### config.mk
export PLATFORM = sky130hd
export DESIGN_NAME = exc_ctrl_unit
export DESIGN_NICKNAME = d
export VERILOG_FILES = /design/src/rtl/exc_pkg.sv /design/src/rtl/exc_detect.sv /design/src/rtl/exc_vector.sv /design/src/rtl/exc_regs.sv /design/src/rtl/exc_ctrl_unit.sv
export SDC_FILE = /design/constraint.sdc
export NUM_CORES = 1
export LEC_CHECK = 0
export BUFFER_PORTS_ARGS = -buffer_cell sky130_fd_sc_hd__buf_2
export CORE_ASPECT_RATIO = 1.25
export CORE_UTILIZATION = 40
export CTS_CLUSTER_DIAMETER = 30
export DETAILED_ROUTE_END_ITERATION = 10
export HOLD_SLACK_MARGIN = 0.1
export PLACE_DENSITY_LB_ADDON = 0.2
export SETUP_SLACK_MARGIN = 0.4
export SKIP_CTS_REPAIR_TIMING = 1
export SLEW_MARGIN = 20
export SYNTH_ARGS = -nofsm -noshare
export SYNTH_HDL_FRONTEND = slang
export SYNTH_SLANG_ARGS = --single-unit
### constraint.sdc
create_clock -name clk -period 3.8 [get_ports clk]
set_input_delay 0.76 -clock clk [delete_from_list [all_inputs] [get_ports clk]]
set_output_delay 0.76 -clock clk [all_outputs]
set_load 0.02 [all_outputs]
### src/rtl/exc_pkg.sv
package exc_pkg;
  typedef enum logic {
    CAUSE_UNDEF = 1'b0,
    CAUSE_OVF   = 1'b1
  } exc_cause_e;
endpackage

### src/rtl/exc_detect.sv
module exc_detect
  import exc_pkg::*;
#(
  parameter int PC_W = 32
) (
  input  logic            blank,
  input  logic            ex_valid,
  input  logic            ex_ovf,
  input  logic [PC_W-1:0] ex_pc,
  input  logic            id_valid,
  input  logic            id_undef,
  input  logic [PC_W-1:0] id_pc,
  output logic            take,
  output exc_cause_e      take_cause,
  output logic [PC_W-1:0] fault_pc,
  output logic            flush_ifid,
  output logic            flush_idex,
  output logic            flush_exmem,
  output logic            wb_suppress
);
  logic ovf_hit;
  logic undef_hit;

  // The execute-stage instruction is older, so its overflow wins.
  assign ovf_hit   = !blank && ex_valid && ex_ovf;
  assign undef_hit = !blank && id_valid && id_undef && !ovf_hit;

  always_comb begin
    take        = ovf_hit || undef_hit;
    take_cause  = ovf_hit ? CAUSE_OVF : CAUSE_UNDEF;
    fault_pc    = ovf_hit ? ex_pc : id_pc;
    flush_ifid  = take;
    flush_idex  = take;
    flush_exmem = ovf_hit;
    wb_suppress = take;
  end
endmodule

### src/rtl/exc_vector.sv
module exc_vector
  import exc_pkg::*;
#(
  parameter int              PC_W       = 32,
  parameter bit              VECTORED   = 1'b0,
  parameter logic [PC_W-1:0] FIXED_ADDR = 32'h8000_0180,
  parameter logic [PC_W-1:0] VEC_BASE   = 32'hC000_0000,
  parameter logic [PC_W-1:0] VEC_STRIDE = 32'h0000_0020
) (
  input  exc_cause_e      cause_in,
  output logic [PC_W-1:0] target
);
  localparam logic [PC_W-1:0] UNDEF_ADDR = VEC_BASE;
  localparam logic [PC_W-1:0] OVF_ADDR   = VEC_BASE + VEC_STRIDE;

  logic [PC_W-1:0] vec_addr;

  always_comb begin
    vec_addr = (cause_in == CAUSE_OVF) ? OVF_ADDR : UNDEF_ADDR;
    target   = VECTORED ? vec_addr : FIXED_ADDR;
  end
endmodule

### src/rtl/exc_regs.sv
module exc_regs
  import exc_pkg::*;
#(
  parameter int PC_W    = 32,
  parameter int PC_STEP = 4
) (
  input  logic            clk,
  input  logic            rst,
  input  logic            take,
  input  exc_cause_e      take_cause,
  input  logic [PC_W-1:0] fault_pc,
  output logic [PC_W-1:0] epc_q,
  output exc_cause_e      cause_q,
  output logic            blank_q
);
  localparam logic [PC_W-1:0] STEP = PC_W'(PC_STEP);

  always_ff @(posedge clk) begin
    if (rst) begin
      epc_q   <= '0;
      cause_q <= CAUSE_UNDEF;
      blank_q <= 1'b0;
    end else begin
      blank_q <= take;
      if (take) begin
        epc_q   <= fault_pc + STEP;
        cause_q <= take_cause;
      end
    end
  end
endmodule

### src/rtl/exc_ctrl_unit.sv
module exc_ctrl_unit
  import exc_pkg::*;
#(
  parameter int              PC_W          = 32,
  parameter int              PC_STEP       = 4,
  parameter bit              VECTORED      = 1'b0,
  parameter logic [PC_W-1:0] FIXED_HANDLER = 32'h8000_0180,
  parameter logic [PC_W-1:0] VEC_BASE      = 32'hC000_0000,
  parameter logic [PC_W-1:0] VEC_STRIDE    = 32'h0000_0020
) (
  input  logic            clk,
  input  logic            rst,
  input  logic            ex_valid,
  input  logic            ex_ovf,
  input  logic [PC_W-1:0] ex_pc,
  input  logic            id_valid,
  input  logic            id_undef,
  input  logic [PC_W-1:0] id_pc,
  output logic            flush_ifid,
  output logic            flush_idex,
  output logic            flush_exmem,
  output logic            wb_suppress,
  output logic            redirect_valid,
  output logic [PC_W-1:0] redirect_pc,
  output logic [PC_W-1:0] epc,
  output logic            cause
);
  logic            take;
  exc_cause_e      take_cause;
  logic [PC_W-1:0] fault_pc;
  logic            blank_q;
  exc_cause_e      cause_q;

  exc_detect #(.PC_W(PC_W)) u_detect (
    .blank      (blank_q || rst),
    .ex_valid   (ex_valid),
    .ex_ovf     (ex_ovf),
    .ex_pc      (ex_pc),
    .id_valid   (id_valid),
    .id_undef   (id_undef),
    .id_pc      (id_pc),
    .take       (take),
    .take_cause (take_cause),
    .fault_pc   (fault_pc),
    .flush_ifid (flush_ifid),
    .flush_idex (flush_idex),
    .flush_exmem(flush_exmem),
    .wb_suppress(wb_suppress)
  );

  exc_vector #(
    .PC_W      (PC_W),
    .VECTORED  (VECTORED),
    .FIXED_ADDR(FIXED_HANDLER),
    .VEC_BASE  (VEC_BASE),
    .VEC_STRIDE(VEC_STRIDE)
  ) u_vector (
    .cause_in(take_cause),
    .target  (redirect_pc)
  );

  exc_regs #(.PC_W(PC_W), .PC_STEP(PC_STEP)) u_regs (
    .clk       (clk),
    .rst       (rst),
    .take      (take),
    .take_cause(take_cause),
    .fault_pc  (fault_pc),
    .epc_q     (epc),
    .cause_q   (cause_q),
    .blank_q   (blank_q)
  );

  assign redirect_valid = take;
  assign cause          = cause_q;
endmodule

==> flow_summary.ini, run 1 <==
[worst_hold_path]
whs_path_depth = 2
hp-class = reg2reg
worstHoldEndpoint = u_regs.epc_q[12]
min_from = u_regs.epc_q[12]

[sta]
fmax_mhz = 331
slew-limit-headroom_pct = 56.4
drv_slew = 0
hold_viol = 0
grt_setup_unrepaired = false
max_slew.worst_pin.slew_ns = 0.651
setup_tns_ns = 0
finClkSkew_ns = 0.00855
fin_crit_sh_pct = 79.6
setup_viol = 0
period_needed_ns = 3.02

[drt]
num_vias = 2968
wl_um = 8000
drt-initial-drc-count = 167
antenna_left = 0
routedWlPerCell_um = 14.7
drc_errors = 0
viasPerCell = 5.47
drt_pass1_iterations = 5

[synth]
yosysUniqueCellTypes = 51
seq_area_frac_synth_pct = 24.1
synth-seq-cells = 34
synthArstFlopShare_pct = 0
syn_area_per_cell_um2 = 7.86
synth_warnings = 0
synth_area_mm2 = 0.00282
synth-main-ff-cell = dfxtp_1
synth_edf_count = 0
syn-instance-count = 359

[worst_setup_path]
timing.rr.end = u_regs.epc_q[26]
cp_common_cell = nand2_1
cp_data_required_time_ns = 3.98
worstPathMaxFanout = 12
path_cells = buf_2 -> nand4bb_4 -> buf_4 -> nand2_1 -> nand2_1 -> ha_2 -> nand4_1 -> or4_4 -> a22oi_2 -> a311o_1 -> o211ai_1
worstPathArrival_ns = 3.20
ff2ff_path_depth = 10
path_class = in2reg
worst_r2r_startpoint = u_regs.blank_q
cp-end-kind = flip-flop
max_stage_delay_ns = 0.56
slowest_stage = or4_4
rrSetupSlack_ns = 1.02
cp-start-kind = input port

[clock_network]
htree_levels = 2
max-clock-path-buffers = 2
cts_tree = done
path_clk_slew_ns = 0.08
clk_latency_ns = 0.29
cts_buffers = 5
cts-root-buf = clkbuf_8
cts.sinks = 34

[power]
max-vdd-ir-drop_v = 0.000132
power_density_mw_per_mm2 = 292
leakage_nw = 1.48

[global_route]
grt_overflow_total = 0
grt_usage_pct = 21.7
antenna_found_initial = 0
grt_max_degree = 44
grt_pass1_vias = 2763
grt_pass1_wl_um = 12700

[job]
drv_cap = 0

[floorplan]
ioPinCount = 140
dieArea_mm2 = 0.00740
die_w_um = 77.1
die_height_um = 95.9
core_mm2 = 0.00669
std_cell_rows = 33
initial_core_util_pct = 42.2

[finish]
mostFrequentLayoutCells = buf_2 (107), nand2_1 (46), dfxtp_1 (34)
drive_above_1_share_pct = 28.9
final_common_cell = buf_2
final_nets = 526
n_antenna_cell = 0
num-fill-cells = 710
area_growth_pct = 19.4
final_util_pct = 50.4
multi_input_area_mm2 = 0.00189
seqCellArea_um2 = 681

[place]
numPortBuffers = 107
dpl.hpwl_um = 6120
gp_congestion = 0.862

[run_status]
status = completed
worst max-delay path by stage:
stage	start	to	slack (ns)
finish	rst	u_regs.epc_q[26]	0.78
CTS	rst	u_regs.epc_q[26]	0.80
global route	rst	u_regs.epc_q[28]	0.63
floorplan	rst	u_regs.epc_q[30]	0.41
global placement	rst	u_regs.epc_q[26]	0.53
detailed placement	rst	u_regs.epc_q[26]	0.49
worst max-delay path, delay by kind of cell:
kind,cells,cell delay (ns)
compound gates,3,0.80
simple gates,5,1.08
buf+inv,2,0.33
fa+ha+maj,1,0.23
routing by layer:
layer / vias up / global-route usage (%) / share of wire (%)
met5: - / 0 / 0
met2: 102 / 41.5 / 51
li1: 1468 / - / -
met3: 7 / 3.98 / 5.6
met4: 0 / 5.50 / 0.98
met1: 1391 / 24.7 / 42
report_power, final:
part / switching, mW / internal (mW) / total, mW
Clock: 0.135 / 0.146 / 0.281
Combinational: 0.194 / 0.108 / 0.303
Sequential: 0.0148 / 0.385 / 0.400
Total: 0.344 / 0.640 / 0.984
cells by family after synthesis:
kind of cell,after synthesis,synth area share [%]
DFF,34,24.1
xor gates and xnor gates,16,4.97
muxes,25,8.91
adders and majority gates,1,0.443
buffers and inverters,59,13.3
and+or+nand+nor,154,30.5
AOI/OAI and AO/OA,68,17.5
other,2,0.266
registers in the layout, summed over array words and instances (netlist names):
| name | flops |
|---|---|
| u_regs.epc_q | 32 |
| u_regs.blank_q | 1 |
| u_regs.cause_q | 1 |
synthesized netlist by cell type, types with 2 or more instances:
cell type / number / share of area, %
a211o_1: 3 / 0.93
a211oi_1: 8 / 2.1
a21oi_1: 9 / 1.6
a311o_1: 2 / 0.71
a311oi_1: 2 / 0.62
a31oi_1: 5 / 1.1
and2_1: 3 / 0.67
and3_1: 2 / 0.44
and4_1: 5 / 1.6
buf_2: 5 / 0.89
buf_4: 39 / 10
clkbuf_1: 11 / 1.5
conb_1: 2 / 0.27
dfxtp_1: 34 / 24
inv_1: 2 / 0.27
inv_2: 2 / 0.27
mux2i_1: 24 / 8.5
nand2_1: 46 / 6.1
nand3_1: 27 / 4.8
nand3b_1: 18 / 4.8
nand4_1: 12 / 2.7
nor2_1: 10 / 1.3
nor2b_1: 2 / 0.44
nor3_1: 8 / 1.4
nor4_1: 9 / 2.0
nor4b_1: 2 / 0.62
o211ai_1: 5 / 1.3
o21a_1: 2 / 0.53
o21ai_0: 2 / 0.35
o21ai_1: 6 / 1.1
o22a_1: 2 / 0.62
o22ai_1: 2 / 0.44
o31a_1: 7 / 2.2
o31ai_1: 6 / 1.6
or3_1: 2 / 0.44
or4_1: 4 / 1.1
xnor2_1: 7 / 2.2
xor2_1: 9 / 2.8
stage by stage:
step,power [mW],cells,setup slack [ns],hold slack (ns),instance area (µm²)
floorplan,0.625,389,0.406,0.530,2950
global placement,0.708,535,0.528,0.441,3280
detailed placement,0.711,535,0.491,0.445,3280
CTS,0.995,543,0.797,0.455,3370
global route,1.04,543,0.630,0.472,3370
finish,0.984,543,0.776,0.449,3370
area by class of cell:
cell class	count	share of cell area, %
Multi-Input combinational cell	296	56.0
Sequential cell	34	20.2
Timing Repair Buffer	114	17.5
Tap cell	87	3.23
Clock buffer	7	2.56
Inverter	4	0.446
Clock inverter	1	0.149
(Power assumes the default switching activity.)
==> run 2: changes to the inputs <==
ABC_AREA = 1   (was default)
clock period = 2.7 ns   (was 3.8 ns; I/O delays follow)
==> run 2 against run 1 <==
Compared with the run above: cell count rose by 39%; count of clock-buffer cells in the layout down 2; clock skew is 0.0021 ns lower; non-clock buffer count up 4; global-route usage is 1.9 points higher; core utilization is 0.61 points lower; synthesized area increased by 14%; via count grew 19%; critical path type unchanged; critical path depth increased by 2.
==> flow_summary.ini, run 2 <==
[clock_network]
path_clk_slew_ns = 0.08
htree_levels = 2
max-clock-path-buffers = 2
cts_tree = done
cts.sinks = 34
cts_buffers = 5
clk_latency_ns = 0.29
cts-root-buf = clkbuf_8

[finish]
multi_input_area_mm2 = 0.00199
drive_above_1_share_pct = 25.5
area_growth_pct = 20.7
final_nets = 728
num-fill-cells = 871
final_common_cell = nand2_1
largest-register = u_regs.epc_q
reg_top3 = u_regs.epc_q x32, u_regs.blank_q x1, u_regs.cause_q x1
n_antenna_cell = 0
final_util_pct = 49.8
seqCellArea_um2 = 681
mostFrequentLayoutCells = nand2_1 (186), buf_2 (107), inv_1 (76)
largest_reg_flops = 32

[worst_setup_path]
cp_data_required_time_ns = 2.88
path_class = in2reg
worstPathMaxFanout = 8
ff2ff_path_depth = 12
cp-start-kind = input port
worstPathArrival_ns = 2.35
cp-end-kind = flip-flop

[global_route]
grt_pass1_vias = 3258
antenna_found_initial = 0
grt_pass1_wl_um = 15000
grt_usage_pct = 23.6
grt_overflow_total = 0
grt_max_degree = 49

[place]
numPortBuffers = 107
dpl.hpwl_um = 7530
gp_congestion = 0.904

[synth]
synth_top_area_share_pct = 22.0
syn-instance-count = 555
synthMuxAreaShare_pct = 0
yosysMostFrequentCell = nand2_1
synthArstFlopShare_pct = 0
synth_top_family_by_area = simple AND/OR/NAND/NOR gates
synth_warnings = 0
synth_xor_area_share_pct = 1.09
synth_top_cell_by_area = nand2_1
yosysUniqueCellTypes = 30
syn_area_per_cell_um2 = 5.79
synth-seq-cells = 34
synth-main-ff-cell = dfxtp_1
synth_simple_gate_area_share_pct = 47.1
seq_area_frac_synth_pct = 21.2
synthAdderAreaFrac_pct = 0.390
synth_area_leaders = nand2_1 (22%), dfxtp_1 (21%), buf_4 (9.1%)
synth_edf_count = 0
synth_compound_area_share_pct = 8.53
yosys-top-cells-count = nand2_1 (188), inv_1 (76), nand3_1 (58)
synth_area_mm2 = 0.00321

[sta]
fin_crit_sh_pct = 80.2
hold_viol = 0
fmax_mhz = 462
setup_tns_ns = 0
period_needed_ns = 2.17
setup_viol = 0
finClkSkew_ns = 0.00642
grt_setup_unrepaired = true
drv_slew = 0

[drt]
routedWlPerCell_um = 12.6
drt_pass1_iterations = 4
viasPerCell = 4.71
num_vias = 3545
drc_errors = 0
antenna_left = 0
drt-initial-drc-count = 192
wl_um = 9480

[floorplan]
initial_core_util_pct = 41.2
ioPinCount = 140
dieArea_mm2 = 0.00839
die_height_um = 102
die_w_um = 82.1
std_cell_rows = 36
core_mm2 = 0.00779

[worst_hold_path]
whs_path_depth = 2
hp-class = reg2reg

[job]
drv_cap = 0

[power]
power_density_mw_per_mm2 = 429
max-vdd-ir-drop_v = 0.000421
leakage_nw = 2.30

[run_status]
status = completed
## run 2: report_power, final
group          total, mW  internal, mW  switching, mW
clock              0.574         0.370          0.204
combinational      0.527         0.177          0.350
sequential         0.563         0.542         0.0205
total               1.66          1.09          0.575
## run 2: layout make-up
class | count | share of cell area [%]
clock buffers | 5 | 1.77
well taps | 95 | 3.07
inverters | 78 | 7.55
multi-input cells | 420 | 51.3
flip-flops and latches | 34 | 17.6
clock inverters | 3 | 1.77
repair buffers | 118 | 17.0
## run 2: cell families (layout without fill, tap and decap cells)
kind of cell,Yosys count,after routing
AO/OA/AOI/OAI,47,47
XOR/XNOR,4,4
adder cells (fa/ha/maj),1,1
buffers and inverters,131,204
flip-flops,34,34
other,2,32
AND/OR/NAND/NOR,336,336
## run 2: worst paths after layout
| kind | startpoint | to | slack, ns |
|---|---|---|---|
| setup / recovery | rst | u_regs.epc_q[20] | 0.53 |
| hold / removal | u_regs.cause_q | u_regs.cause_q | 0.46 |
| setup reg to reg | u_regs.blank_q | u_regs.epc_q[20] | 0.55 |
| hold reg to reg | u_regs.cause_q | u_regs.cause_q | 0.46 |
## run 2: worst max-delay path: stages
cell and delay [ns]:
buf_2 0.13, nor2_4 0.14, buf_4 0.18, nand3_1 0.08, nand2_1 0.16, ha_1 0.24
nand2_1 0.09, nor2_1 0.19, nand3_2 0.18, nor2_4 0.16, nor2_1 0.06, o21bai_1 0.13
inv_1 0.05
## run 2: through the flow
stage	area, µm²	power, mW	worst slack (ns)	hold WS [ns]	cells
finish	3880	1.66	0.534	0.464	753
global route	3880	1.76	0.363	0.483	753
CTS	3810	1.66	0.464	0.468	752
detailed placement	3670	1.09	0.168	0.456	744
global placement	3670	1.09	0.198	0.451	744
floorplan	3330	0.965	0.409	0.537	585
## run 2: layer usage
metal	global-route usage [%]	share of wire, %	up-vias	wire (µm)
met5	0	0	-	0
met4	6.61	1.8	0	169
met3	3.30	3.9	16	370
met2	44.9	54	108	5160
met1	26.6	40	1571	3780
li1	-	-	1850	-
